===== src/rtl/eth_rx_pkg.sv =====
package eth_rx_pkg;

    typedef enum logic [1:0] {
        ST_IDLE = 2'd0,
        ST_PRE  = 2'd1,
        ST_DATA = 2'd2,
        ST_DROP = 2'd3
    } rx_state_e;

    // Last eight bits, oldest in bit 7, that mark the byte boundary.
    localparam logic [7:0]  SFD_WINDOW     = 8'hAB;
    // Bits at the start of a burst where equal neighbours are tolerated.
    localparam int          PRE_GUARD_BITS = 8;
    // Reflected CRC-32 polynomial and the residue of a good frame.
    localparam logic [31:0] CRC_POLY_R     = 32'hEDB88320;
    localparam logic [31:0] CRC_GOOD_R     = 32'hDEBB20E3;
    localparam logic [31:0] CRC_SEED       = 32'hFFFFFFFF;

endpackage


===== src/rtl/eth_rx_crc_bit.sv =====
module eth_rx_crc_bit
    import eth_rx_pkg::*;
(
    input  logic [31:0] crc_in,
    input  logic        din,
    output logic [31:0] crc_out
);
    logic fb;

    // One step of the LSB-first CRC-32 shift register.
    assign fb      = crc_in[0] ^ din;
    assign crc_out = {1'b0, crc_in[31:1]} ^ (fb ? CRC_POLY_R : 32'h0);
endmodule


===== src/rtl/eth_rx_addr_match.sv =====
module eth_rx_addr_match #(
    parameter int ADDR_BYTES = 6
) (
    input  logic [8*ADDR_BYTES-1:0] dest,
    input  logic [8*ADDR_BYTES-1:0] station,
    input  logic                    mcast_en,
    output logic                    accept
);
    logic group_bit;

    // The first bit on the wire is bit 0 of the first byte.
    assign group_bit = dest[0];
    assign accept    = group_bit ? mcast_en : (dest == station);
endmodule


===== src/rtl/eth_rx_filter.sv =====
module eth_rx_filter
    import eth_rx_pkg::*;
#(
    parameter int ADDR_BYTES = 6
) (
    input  logic                    clk,
    input  logic                    rst_n,
    input  logic                    rx_bit,
    input  logic                    rx_dv,
    input  logic [8*ADDR_BYTES-1:0] node_addr,
    input  logic                    mcast_en,
    output logic                    out_valid,
    output logic [7:0]              out_data,
    output logic                    out_sof,
    output logic                    out_eof,
    output logic                    out_crc_ok,
    output logic                    out_align_err
);
    localparam int DAW  = 8 * ADDR_BYTES;
    localparam int CNTW = $clog2(ADDR_BYTES + 1);

    typedef struct packed {
        rx_state_e       state;
        logic [7:0]      win;       // recent preamble bits, newest in bit 0
        logic [3:0]      pre_cnt;   // bits seen in the burst, saturating
        logic [2:0]      bit_cnt;   // position inside the current byte
        logic [CNTW-1:0] byte_cnt;  // address bytes assembled
        logic [7:0]      sh;        // byte under assembly
        logic [DAW-1:0]  da;        // destination address, later replayed
        logic [31:0]     crc;
        logic            acc;       // frame accepted
        logic [CNTW-1:0] drain;     // address bytes left to replay
        logic            first;     // next replayed byte starts the frame
        logic            end_pend;
        logic            end_crc;
        logic            end_align;
        logic            o_valid;
        logic [7:0]      o_data;
        logic            o_sof;
        logic            o_eof;
        logic            o_crc;
        logic            o_align;
    } regs_t;

    regs_t r_q, r_d;

    logic [7:0]     byte_next;
    logic [DAW-1:0] da_cand;
    logic [31:0]    crc_step;
    logic           addr_ok;
    logic [7:0]     win_next;

    assign byte_next = {rx_bit, r_q.sh[7:1]};
    assign da_cand   = {byte_next, r_q.da[DAW-1:8]};
    assign win_next  = {r_q.win[6:0], rx_bit};

    eth_rx_crc_bit u_crc (
        .crc_in  (r_q.crc),
        .din     (rx_bit),
        .crc_out (crc_step)
    );

    eth_rx_addr_match #(.ADDR_BYTES(ADDR_BYTES)) u_match (
        .dest     (da_cand),
        .station  (node_addr),
        .mcast_en (mcast_en),
        .accept   (addr_ok)
    );

    always_comb begin
        r_d         = r_q;
        r_d.o_valid = 1'b0;
        r_d.o_sof   = 1'b0;
        r_d.o_eof   = 1'b0;
        r_d.o_crc   = 1'b0;
        r_d.o_align = 1'b0;

        // Output side: replay held address bytes, then the end strobe.
        if (r_q.drain != '0) begin
            r_d.o_valid = 1'b1;
            r_d.o_data  = r_q.da[7:0];
            r_d.o_sof   = r_q.first;
            r_d.first   = 1'b0;
            r_d.da      = r_q.da >> 8;
            r_d.drain   = r_q.drain - 1'b1;
        end else if (r_q.end_pend) begin
            r_d.o_eof    = 1'b1;
            r_d.o_crc    = r_q.end_crc;
            r_d.o_align  = r_q.end_align;
            r_d.end_pend = 1'b0;
        end

        unique case (r_q.state)
            ST_IDLE: begin
                if (rx_dv) begin
                    r_d.win     = {7'd0, rx_bit};
                    r_d.pre_cnt = 4'd1;
                    r_d.state   = ST_PRE;
                end
            end
            ST_PRE: begin
                if (!rx_dv) begin
                    r_d.state = ST_IDLE;
                end else begin
                    r_d.win = win_next;
                    if (r_q.pre_cnt >= 4'd7 && win_next == SFD_WINDOW) begin
                        r_d.state    = ST_DATA;
                        r_d.bit_cnt  = '0;
                        r_d.byte_cnt = '0;
                        r_d.crc      = CRC_SEED;
                        r_d.acc      = 1'b0;
                        r_d.first    = 1'b1;
                    end else if (r_q.pre_cnt >= 4'(PRE_GUARD_BITS)
                                 && rx_bit == r_q.win[0]) begin
                        r_d.state = ST_DROP;
                    end else if (r_q.pre_cnt < 4'(PRE_GUARD_BITS)) begin
                        r_d.pre_cnt = r_q.pre_cnt + 4'd1;
                    end
                end
            end
            ST_DATA: begin
                if (!rx_dv) begin
                    r_d.state = ST_IDLE;
                    if (r_q.acc) begin
                        r_d.end_pend  = 1'b1;
                        r_d.end_crc   = (r_q.crc == CRC_GOOD_R);
                        r_d.end_align = (r_q.bit_cnt != 3'd0);
                    end
                end else begin
                    r_d.sh      = byte_next;
                    r_d.crc     = crc_step;
                    r_d.bit_cnt = r_q.bit_cnt + 3'd1;
                    if (r_q.bit_cnt == 3'd7) begin
                        if (r_q.byte_cnt < CNTW'(ADDR_BYTES)) begin
                            r_d.da       = da_cand;
                            r_d.byte_cnt = r_q.byte_cnt + 1'b1;
                            if (r_q.byte_cnt == CNTW'(ADDR_BYTES - 1)) begin
                                if (addr_ok) begin
                                    r_d.acc   = 1'b1;
                                    r_d.drain = CNTW'(ADDR_BYTES);
                                end else begin
                                    r_d.state = ST_DROP;
                                end
                            end
                        end else if (r_q.acc) begin
                            r_d.o_valid = 1'b1;
                            r_d.o_data  = byte_next;
                        end
                    end
                end
            end
            ST_DROP: begin
                if (!rx_dv) begin
                    r_d.state = ST_IDLE;
                end
            end
            default: r_d.state = ST_IDLE;
        endcase
    end

    always_ff @(posedge clk) begin
        if (!rst_n) begin
            r_q <= '0;
        end else begin
            r_q <= r_d;
        end
    end

    assign out_valid     = r_q.o_valid;
    assign out_data      = r_q.o_data;
    assign out_sof       = r_q.o_sof;
    assign out_eof       = r_q.o_eof;
    assign out_crc_ok    = r_q.o_crc;
    assign out_align_err = r_q.o_align;
endmodule


===== config.mk =====
export PLATFORM = sky130hd
export DESIGN_NAME = eth_rx_filter
export DESIGN_NICKNAME = d
export VERILOG_FILES = /design/src/rtl/eth_rx_pkg.sv /design/src/rtl/eth_rx_crc_bit.sv /design/src/rtl/eth_rx_addr_match.sv /design/src/rtl/eth_rx_filter.sv
export SDC_FILE = /design/constraint.sdc
export NUM_CORES = 1
export LEC_CHECK = 0
export BUFFER_PORTS_ARGS = -buffer_cell sky130_fd_sc_hd__buf_4
export CAP_MARGIN = 20
export CORE_MARGIN = 2
export CORE_UTILIZATION = 58
export DETAILED_ROUTE_END_ITERATION = 12
export PLACE_DENSITY = 0.79
export SETUP_SLACK_MARGIN = 0.3
export SYNTH_ARGS = -nofsm -noshare
export SYNTH_HDL_FRONTEND = slang
export SYNTH_SLANG_ARGS = --single-unit

===== constraint.sdc =====
create_clock -name clk -period 2.45 [get_ports clk]
set_clock_uncertainty 0.15 [all_clocks]
set_input_delay 0.49 -clock clk [delete_from_list [all_inputs] [get_ports clk]]
set_output_delay 0.49 -clock clk [all_outputs]
set_load 0.005 [all_outputs]

## Word level (Yosys, flattened, before mapping)

Cells that the tools add are included.

- Register bits: 128
- Output and inout bits: 13
- Input bits: 53
- Word-level logic and storage cells: 126

- Reduce and logical (&&, ||, !) cells: 18
- Equal/unequal tests: 26
- Bitwise logic cells: 5
- $add $sub $neg: 4
- $lt $le $gt $ge: 4
- Muxes and demuxes: 49

Operators by type and width:

| cell | count |
|---|---|
| two-way mux 48 bit | 4 |
| two-way mux 98 bit | 1 |
| two-way mux 33 bit | 2 |
| one-hot mux 33 bit (2 select lines) | 1 |
| equality test 48 bit | 1 |
| two-way mux 9 bit | 4 |
| equality test 32 bit (second input constant) | 1 |
| two-way mux 32 bit | 1 |
| two-way mux 4 bit | 8 |
| XOR 31 x 32 -> 32 bit | 1 |
| inequality test 2 bit (second input constant) | 12 |
| one-hot mux 11 bit (2 select lines) | 1 |
| two-way mux 2 bit | 9 |
| two-way mux 3 bit | 6 |
| two-way mux 17 bit | 1 |
| two-way mux 14 bit | 1 |
| two-way mux 12 bit | 1 |
| inequality test 3 bit (second input constant) | 4 |
| one-hot mux 6 bit (2 select lines) | 1 |
| AND reduction 6 bit | 2 |
| two-way mux 10 bit | 1 |
| equality test 8 bit (second input constant) | 1 |
| one-hot mux 2 bit (4 select lines) | 1 |
| AND reduction 8 bit | 1 |
| 26 further kinds | 40 |

## Depth between registers and ports, before layout

Gate-level depths: netlist (run 1).

- Depth in word-level cells: 8
- Mapped depth: 8
- Gate-level depth less buffers: 7

## By module

From an unflattened synthesis (run 1), not the netlist that was laid out.

- Cell total of the unflattened synthesis: 648
- Area, all modules: 6104.6 um^2

Modules (own cells, without submodules):

| module | instances | seq. area each (um^2) | cells each | area an instance (um^2) |
|---|---|---|---|---|
| eth_rx_filter | 1 | 2542.4 | 548 | 5076.1 |
| eth_rx_addr_match | 1 | 0.0 | 64 | 519.2 |
| eth_rx_crc_bit | 1 | 0.0 | 36 | 509.2 |

## Worst setup path before layout (run 1)

No wires, ideal clock.

- Kind: input to register
- Start: input rx_bit
- End: register r_q[47] (netlist bit)
- Path slack: 582 ps
- Library setup time: 86 ps
- Required time: 2214 ps
- Path buffers: 1
- Stages on the path: 7
- Data arrival time: 1633 ps
- Path through: ha_1 > nand4bb_1 > nor4_4 > and3_1 > buf_4 > nor3_1 > a211oi_1

- Cells in the longest elaborated chain, start to end: 5
- Elaborated cells between the ends (all ways): 9
- Classes of those cells: 2 x eq/ne; 3 x mux; 2 x bitwise; 2 x reduce/logical

RTL lines:

| item | RTL line | source |
|---|---|---|
| start, declared | eth_rx_filter.sv:8 | `input logic rx_bit,` |
| XOR 1 bit | eth_rx_crc_bit.sv:11 | `assign fb = crc_in[0] ^ din;` |
| two-way mux 32 bit | eth_rx_crc_bit.sv:12 | `assign crc_out = {1'b0, crc_in[31:1]} ^ (fb ? CRC_POLY_R : 32'h0);` |
| XOR 31 x 32 -> 32 bit | eth_rx_crc_bit.sv:12 |  |
| two-way mux 98 bit | eth_rx_filter.sv:122 | `if (!rx_dv) begin` |
| one-hot mux 33 bit (2 select lines) | eth_rx_filter.sv:93 | `unique case (r_q.state)` |
| end signal, assigned | eth_rx_filter.sv:165 | `r_q <= r_d;` |
| end, declared | eth_rx_filter.sv:45 | `regs_t r_q, r_d;` |

Several ways; a longest one is shown, not always the timed one. The select of a mux whose other input is x is not followed.
A chain may end at the register's enable or synchronous reset.

## Final worst setup path (run 1)

- Start: register r_q (netlist bit byte_next[0])
- End: register r_q[19] (netlist bit)

- Cells in the longest elaborated chain, start to end: 8

RTL lines:

| item | RTL line | source |
|---|---|---|
| equality test 48 bit | eth_rx_addr_match.sv:13 | `assign accept = group_bit ? mcast_en : (dest == station);` |
| two-way mux 1 bit | eth_rx_addr_match.sv:13 |  |
| two-way mux 4 bit | eth_rx_filter.sv:138 | `if (addr_ok) begin` |
| two-way mux 4 bit | eth_rx_filter.sv:137 | `if (r_q.byte_cnt == CNTW'(ADDR_BYTES - 1)) begin` |
| two-way mux 4 bit | eth_rx_filter.sv:134 | `if (r_q.byte_cnt < CNTW'(ADDR_BYTES)) begin` |
| two-way mux 4 bit | eth_rx_filter.sv:133 | `if (r_q.bit_cnt == 3'd7) begin` |
| two-way mux 98 bit | eth_rx_filter.sv:122 |  |
| two-way mux 3 bit | eth_rx_filter.sv:93 |  |

Every way passes these cells. The select of a mux whose other input is x is not followed.

==> run_results.csv, run 1 <==
group,metric,value,unit
synthesis,synth_top_family_by_area,"simple AND/OR/NAND/NOR gates",
placement,place_area,0.00618,sq mm
synthesis,synthAdderAreaFrac,2.22,%
run_status,outcome,"completed",
sta,slew-limit-headroom,62.6,%
cells_and_area,most-common-layout-cells,"nand2_1 (171), dfxtp_1 (118), buf_4 (77)",
critical_path,crit_path_max_incr_delay,0.41,ns
critical_path,cp.buffers_inverters,0,
synthesis,synth_warnings,0,
synthesis,synth_area_leaders,"dfxtp_1 (45%), nand2_1 (11%), xnor2_1 (9.0%), a21oi_1 (6.4%), a31oi_1 (2.2%)",
cells_and_area,nNetsFinal,799,
critical_path,arrival,2.42,ns
synthesis,synth_compound_area_share,14.6,%
sta,hold_viol,0,
sta,fin_crit_sh,86.2,%
power,p_total,5.56,mW
synthesis,async_flop_share,0,%
synthesis,yosysTopAreaCellShare,45.1,%
drt,dr_wl_met3,973,microns
synthesis,synthSimpleGateAreaFrac,23.4,%
power,leakage,2.33,nW
drt,ant_nets,0,
critical_path,critPathCaptureType,"register",
global_routing,antenna_found_initial,0,
drt,drc,0,
clocking,numCtsBuffers,17,
drt,wl_per_cell,16.5,microns
synthesis,synthXorXnorAreaFrac,9.76,%
sta,setup_violations,0,
floorplanning,row_count,35,
floorplanning,io_pins,66,
synthesis,ys_types,50,
worst_hold_path,hold_depth,3,
clocking,clk_pin_slew_worst_paths,0.06,ns
cells_and_area,final_common_cell,"nand2_1",
synthesis,ys_seq_area_share,45.1,%
global_routing,first_global_vias,4805,
critical_path,worst-path-stages,6,
global_routing,grt_usage,27.5,%
critical_path,slowest_stage,"dfxtp_2",
placement,dpl_worst_slack,0.216,ns
cells_and_area,utilization,73.3,%
placement,port_buffers,65,
sta,fin_ws,0.337,ns
floorplanning,die-area,0.0105,sq mm
placement,hpwl,9.30,mm
sta,fmax,473,MHz
clocking,clk_root_buffer_cell,"clkbuf_8",
critical_path,reg2reg_depth,6,
floorplanning,core,0.00933,sq mm
job,maxCapViolations,0,
drt,drt_wl_total,14.5,mm
sta,fin_crit,2.11,ns
cells_and_area,diodes,0,
cells_and_area,multi_input_area,0.00286,sq mm
critical_path,cp_top_family,"simple AND/OR/NAND/NOR gates",
drt,highest_layer,"met4",
cells_and_area,n_fill_cell,699,
synthesis,ys_dominant_reg_cell,"dfxtp_1",
clocking,cts_tree,"built",
critical_path,cp_max_fo,4,
synthesis,syn_avg_cell_area,8.22,sq um
critical_path,crit_type,"reg2reg",
clocking,clockBufferDepth,2,
sta,rsz0062_at_grt,"true",
synthesis,synth.net_count,749,
worst_hold_path,hold_path.class,"in2reg",
drt,route.met2.wl,7.11,mm
placement,gp_congestion,0.878,
drt,vias_per_cell,5.70,
synthesis,synth_seq_cells,127,
clocking,clock_sinks,127,
floorplanning,fp.dieW,103,microns
global_routing,grt_max_degree,54,
floorplanning,die_h,103,microns
critical_path,worstPathCellList,"xnor2_2 -> nand4_1 -> nor4_2 -> nand4_1 -> a211oi_2 -> o31a_1",
synthesis,yosysTopAreaCell,"dfxtp_1",
drt,drtPass1Iterations,4,
synthesis,synth_area,0.00564,sq mm
cells_and_area,syn2layout_area_growth,21.2,%
global_routing,grt-ovfl-total,0,
power,power_density,813,mW/mm^2
critical_path,rrSetupSlack,0.34,ns
synthesis,syn-instance-count,686,
power,irDropWorstVdd,0.000642,V
floorplanning,start_util,60.5,%
global_routing,grt_pass1_wl,22.5,mm
synthesis,muxShareOfSynthArea,0,%
critical_path,worstSetupStartpointType,"register",
drt,drt_iter0_drc,242,
drt,vias,5004,
cells_and_area,register_area,0.00255,sq mm
critical_path,cp_common_cell,"nand4_1",
synthesis,synth_edf_count,0,
drt,met1_length,6.04,mm
clocking,h-tree-depth,4,
sta,worstMarginPinSlew,0.561,ns
clocking,clock_latency,0.51,ns
sta,maxSlewViolCount,0,
cells_and_area,drive_gt1_share,18.7,%
cells_and_area,post-route-cell-area,0.00684,sq mm
sta,fin_tns_setup,0,ns
critical_path,crit_required,2.75,ns
kinds of logic (layout without fill, tap and decap cells):
kind of cell,after synthesis,count (layout)
simple gates,288,288
flops,127,127
compound gates,137,137
fa+ha+maj,10,10
xor+xnor,62,62
buf+inv,62,125
cell type report:
cell class | instances | share of cell area (%)
clock inverters | 10 | 2.36
clock buffers | 22 | 6.48
flip-flops and latches | 127 | 37.3
well taps | 129 | 2.36
inverters | 14 | 0.769
multi-input cells | 497 | 41.8
repair buffers | 79 | 8.91
cell usage after synthesis, drive strengths merged (14+ instances only):
library cell  instances
nand4                14
xnor2                58
nor3                 17
nor2                 33
dfxtp               127
inv                  14
nand3                19
o21ai                16
a21oi                73
a31oi                20
buf                  15
nand2               172
clkbuf               33
path summary, 6_finish.rpt:
| path | from | to |
|---|---|---|
| max reg2reg | byte_next[0] | r_q[19] |
| min | rx_bit | da_cand[39] |
| min reg2reg | r_q[60] | r_q[60] |
| max | byte_next[0] | r_q[19] |
metrics by stage:
step / hold WS, ns / cells
floorplan: 0.281 / 686
global placement: 0.290 / 845
detailed placement: 0.297 / 845
CTS: 0.124 / 877
global route: 0.135 / 878
finish: 0.128 / 878
power by group:
part	total, mW	switching, mW	internal [mW]	leakage (nW)
registers	2.11	0.0171	2.10	1.03
logic	0.877	0.611	0.266	1.02
clock network	2.57	0.890	1.68	0.285
layer usage:
metal,GRT usage (%),up-vias
li1,-,2428
met1,34.0,2370
met3,6.44,30
met4,11.2,0
met2,46.4,176
met5,0,-
repair_timing:
action | CTS | global route
resized for setup | 0 | 16
setup buffers | 0 | 1
setup endpoints to repair | 0 | 14
hold buffers | 0 | 0
sequential cells by signal, summed over array words and instances, names as in the netlist:
signal         count
out_data           8
out_sof            1
r_q               67
da_cand           40
out_align_err      1
out_crc_ok         1
byte_next          7
out_eof            1
out_valid          1
worst min-delay path, cell delays in order:
cell and delay [ns]:
buf_4 0.15, nand2_1 0.06, a21oi_1 0.05
Power figures use the tool's default switching activity.
==> run 2: changes to the inputs <==
--- a/config.mk
+++ b/config.mk
@@ -7,10 +7,12 @@
 export LEC_CHECK = 0
 export BUFFER_PORTS_ARGS = -buffer_cell sky130_fd_sc_hd__buf_4
 export CAP_MARGIN = 20
+export CELL_PAD_IN_SITES_DETAIL_PLACEMENT = 1
+export CELL_PAD_IN_SITES_GLOBAL_PLACEMENT = 2
 export CORE_MARGIN = 2
-export CORE_UTILIZATION = 58
+export CORE_UTILIZATION = 35
 export DETAILED_ROUTE_END_ITERATION = 12
-export PLACE_DENSITY = 0.79
+export PLACE_DENSITY_LB_ADDON = 0.1
 export SETUP_SLACK_MARGIN = 0.3
 export SYNTH_ARGS = -nofsm -noshare
 export SYNTH_HDL_FRONTEND = slang
==> run_results.csv, run 2 (synthesis gave the netlist of run 1 again) <==
group,metric,value,unit
critical_path,worstReg2RegEnd,"r_q[19]",
critical_path,timing.rr.start,"da_cand[7]",
clocking,cts_hold_buffers,0,
critical_path,rrSetupSlack,0.43,ns
cells_and_area,diodes,0,
sta,setup_violations,0,
cells_and_area,drive_gt1_share,17.6,%
global_routing,grt_pass1_wl,25.7,mm
run_status,outcome,"completed",
drt,drt_iter0_drc,187,
critical_path,crit_required,2.64,ns
clocking,clock_sinks,127,
floorplanning,core,0.0158,sq mm
global_routing,grt_usage,19.5,%
global_routing,first_global_vias,4914,
critical_path,reg2reg_depth,6,
floorplanning,start_util,35.6,%
clocking,clk_root_buffer_cell,"clkbuf_16",
floorplanning,fp.dieW,131,microns
power,irDropWorstVdd,0.000467,V
critical_path,worstSetupStartpointType,"register",
placement,place_area,0.00634,sq mm
clocking,cts_tree,"built",
cells_and_area,multi_input_area,0.00285,sq mm
sta,fmax,494,MHz
sta,fin_crit_sh,82.6,%
drt,wl_per_cell,16.6,microns
cells_and_area,most-common-layout-cells,"nand2_1 (171), dfxtp_1 (122), buf_4 (77)",
cells_and_area,nNetsFinal,801,
critical_path,cp_common_cell,"nand4_1",
sta,worstMarginPinSlew,0.575,ns
placement,hpwl,11.3,mm
placement,gp_congestion,0.787,
cells_and_area,largest_reg_flops,67,
drt,ant_nets,0,
power,leakage,2.36,nW
power,p_total,5.64,mW
critical_path,slowest_stage,"dfxtp_1",
drt,drt_wl_total,16.0,mm
cells_and_area,post-route-cell-area,0.00698,sq mm
clocking,clk_pin_slew_worst_paths,0.05,ns
sta,rsz0062_at_grt,"true",
power,power_density,808,mW/mm^2
floorplanning,die-area,0.0171,sq mm
global_routing,grt_max_degree,54,
drt,vias,4836,
clocking,numCtsBuffers,17,
critical_path,arrival,2.22,ns
job,maxCapViolations,0,
placement,port_buffers,65,
critical_path,critPathCaptureType,"register",
sta,slew-limit-headroom,61.7,%
cells_and_area,final_cells,966,
drt,drtPass1Iterations,5,
floorplanning,row_count,46,
sta,fin_tns_setup,0,ns
drt,drc,0,
sta,fin_crit,2.02,ns
critical_path,critPathLaunch,"da_cand[7]",
critical_path,crit_path_max_incr_delay,0.42,ns
drt,vias_per_cell,5.01,
floorplanning,io_pins,66,
floorplanning,die_h,131,microns
placement,dp.cells,934,
clocking,clockBufferDepth,2,
cells_and_area,n_fill_cell,1893,
cells_and_area,final_common_cell,"nand2_1",
global_routing,antenna_found_initial,0,
cells_and_area,regMostFlops,"r_q",
critical_path,worstPathCellList,"xnor2_1 -> nand4_1 -> nor4_1 -> nand4_1 -> a211oi_4 -> o31a_1",
sta,hold_viol,0,
critical_path,critPathCapture,"r_q[19]",
clocking,h-tree-depth,4,
critical_path,cp_max_fo,4,
clocking,clock_latency,0.41,ns
sta,maxSlewViolCount,0,
cells_and_area,syn2layout_area_growth,23.7,%
cells_and_area,register_area,0.00255,sq mm
critical_path,crit_type,"reg2reg",
worst_hold_path,hold_path.class,"in2reg",
global_routing,grt-ovfl-total,0,
==> run 2: cell types whose count changed in the layout (fill, tap and decap cells not counted), moves of 2 or more <==
cell / change
dfxtp_1: +4
buf_12: +3
clkinvlp_4: -3
dfxtp_2: -4
clkbuf_1: +2
==> run 2: worst max-delay path, delay by kind of cell, from the launching register on <==
kind             cells  cell delay (ns)
XOR/XNOR             1             0.14
AND/OR/NAND/NOR      3             0.69
AO/OA/AOI/OAI        2             0.56
flip-flops           1             0.42
==> run 2: per-stage QoR <==
step / hold WS, ns / util (%) / setup WS, ns
after CTS: 0.241 / 43.8 / 0.376
after detailed placement: 0.300 / 40.1 / 0.117
after global routing: 0.248 / 44.1 / 0.286
after global placement: 0.287 / 40.1 / 0.194
final: 0.250 / 44.1 / 0.426
after floorplan: 0.281 / - / 0.582
==> run 2: final cells by class <==
type	count	area share, %
inverter	14	0.753
tap	216	3.87
sequential	127	36.5
multi-input combinational	497	40.9
clock inverter	7	1.94
clock buffer	24	6.62
timing repair buffer	81	9.43
==> run 2: power breakdown <==
part	leakage [nW]	internal (mW)	switching, mW
clock network	0.292	1.72	0.865
logic	1.04	0.309	0.628
registers	1.03	2.10	0.0156
total	2.36	4.13	1.51
==> run 2: worst min path at each step <==
stage | depth (start not counted) | endpoint | slack (ns) | startpoint
after floorplan | 1 | out_align_err | 0.28 | r_q[13]
after global placement | 2 | r_q[16] | 0.29 | r_q[16]
after detailed placement | 2 | r_q[55] | 0.30 | r_q[55]
after CTS | 3 | r_q[119] | 0.24 | rx_bit
after global routing | 3 | r_q[119] | 0.25 | rx_bit
final | 3 | r_q[119] | 0.25 | rx_bit
==> run 2: what timing repair did <==
item,in CTS,in global routing
resized for setup,0,9
setup endpoints to repair,0,12
buffers inserted,0,1
==> run 2: routing by layer <==
layer	GRT usage [%]	share of wire, %
met1	24.3	47
met2	34.4	50
met3	4.44	3.2
met4	4.51	0.57
met5	0	0
==> run 3: changes to the inputs <==
==> constraint.sdc (replaced) <==
create_clock -name clk -period 2.02 [get_ports clk]
set_clock_uncertainty 0.15 [all_clocks]
set_input_delay 0.404 -clock clk [delete_from_list [all_inputs] [get_ports clk]]
set_output_delay 0.404 -clock clk [all_outputs]
set_load 0.005 [all_outputs]
==> run_results.csv, run 3 (synthesis gave the netlist of run 1 again) <==
group,metric,value,unit
run_status,outcome,"completed",
sta,fin_crit_sh,98.1,%
cells_and_area,nNetsFinal,850,
drt,drc,0,
global_routing,grt_usage,21.5,%
critical_path,crit_required,2.16,ns
floorplanning,die-area,0.0171,sq mm
clocking,cts_tree,"built",
power,leakage,2.78,nW
worst_hold_path,hold_path.class,"in2reg",
cells_and_area,most-common-layout-cells,"nand2_1 (164), dfxtp_1 (111), buf_4 (106)",
sta,fmax,504,MHz
critical_path,arrival,2.13,ns
clocking,clk_pin_slew_worst_paths,0.06,ns
drt,vias,5201,
drt,vias_per_cell,5.12,
sta,setup_violations,0,
critical_path,worstSetupStartpointType,"register",
critical_path,reg2reg_depth,7,
sta,hold_viol,0,
global_routing,grt_pass1_wl,27.9,mm
drt,drt_iter0_drc,294,
placement,gp_congestion,0.784,
clocking,numCtsBuffers,17,
drt,drt_wl_total,18.8,mm
sta,worstMarginPinSlew,0.412,ns
sta,maxSlewViolCount,0,
job,maxCapViolations,0,
power,p_total,8.05,mW
floorplanning,row_count,46,
sta,fin_crit,1.98,ns
cells_and_area,final_common_cell,"nand2_1",
sta,rsz0062_at_grt,"true",
cells_and_area,multi_input_area,0.00320,sq mm
clocking,clock_latency,0.42,ns
floorplanning,fp.dieW,131,microns
clocking,h-tree-depth,4,
cells_and_area,n_fill_cell,1821,
sta,slew-limit-headroom,72.3,%
power,irDropWorstVdd,0.000559,V
placement,port_buffers,65,
cells_and_area,largest_reg_flops,67,
global_routing,grt_max_degree,55,
floorplanning,core,0.0158,sq mm
cells_and_area,syn2layout_area_growth,40.8,%
drt,drtPass1Iterations,5,
floorplanning,start_util,35.6,%
clocking,clock_sinks,127,
global_routing,first_global_vias,5340,
clocking,clockBufferDepth,2,
global_routing,grt-ovfl-total,0,
global_routing,antenna_found_initial,0,
critical_path,cp_max_fo,4,
cells_and_area,regMostFlops,"r_q",
placement,hpwl,11.5,mm
floorplanning,die_h,131,microns
clocking,clk_root_buffer_cell,"clkbuf_16",
drt,wl_per_cell,18.5,microns
critical_path,crit_type,"reg2reg",
power,power_density,1010,mW/mm^2
worst_hold_path,hold_depth,3,
cells_and_area,drive_gt1_share,31.9,%
critical_path,critPathCaptureType,"register",
drt,ant_nets,0,
clocking,cts_hold_buffers,0,
floorplanning,io_pins,66,
cells_and_area,diodes,0,
sta,fin_tns_setup,0,ns
cells_and_area,register_area,0.00257,sq mm
## run 3: cell types whose count changed in the layout (fill, tap and decap cells not counted), sizes merged
| cell | change |
|---|---|
| or2 | +1 |
| inv | +2 |
| clkbuf | +2 |
| clkinvlp | +5 |
| buf | +42 |
| bufinv | -2 |
## run 3: worst paths after layout
path | slack [ns] | from | end
worst max-delay path | 0.04 | da_cand[7] | r_q[17]
worst min-delay path | 0.15 | rx_dv | r_q[128]
worst max register to register | 0.04 | da_cand[7] | r_q[17]
worst min register to register | 0.31 | r_q[16] | r_q[16]
## run 3: per-layer routing
layer | vias up | routed length (microns) | global-route usage, %
li1 | 2546 | - | -
met1 | 2549 | 8130 | 25.9
met2 | 79 | 9680 | 37.9
met3 | 27 | 677 | 4.89
met4 | 0 | 326 | 6.76
met5 | - | 0 | 0
## run 3: final cells by class
type | instances | area share (%)
clock inverter | 12 | 1.69
multi-input combinational | 498 | 40.2
inverter | 14 | 0.662
tap | 216 | 3.40
sequential | 127 | 32.3
timing repair buffer | 129 | 15.8
clock buffer | 20 | 5.87
## run 3: timing repair
action	CTS	global route
gates resized for setup	39	60
gates cloned	4	9
setup endpoints to repair	91	104
pin swaps	25	36
setup buffers	11	10
## run 3: report_power, final
group	switching (mW)	leakage, nW	internal, mW	total (mW)
clock	1.19	0.281	1.92	3.10
combinational	1.23	1.46	1.14	2.37
sequential	0.0262	1.03	2.54	2.57
total	2.45	2.78	5.60	8.05
## run 3: critical path: stages (launching register included)
cell and delay [ns]:
dfxtp_4 0.36, xnor2_2 0.15, nand4_1 0.21, nor4_2 0.35, nand4_1 0.21, a211oi_2 0.21
buf_4 0.16, nor3_1 0.05
## run 3: through the flow
| step | cells | utilization [%] | area, sq um | worst slack (ns) | hold slack [ns] |
|---|---|---|---|---|---|
| after CTS | 997 | 47.1 | 7450 | 0.106 | 0.143 |
| after global routing | 1016 | 50.2 | 7940 | -0.106 | 0.171 |
| after floorplan | 686 | - | 5670 | 0.279 | 0.281 |
| after global placement | 950 | 41.3 | 6530 | -0.122 | 0.288 |
| after detailed placement | 950 | 41.3 | 6530 | -0.166 | 0.302 |
| final | 1016 | 50.2 | 7940 | 0.0378 | 0.150 |
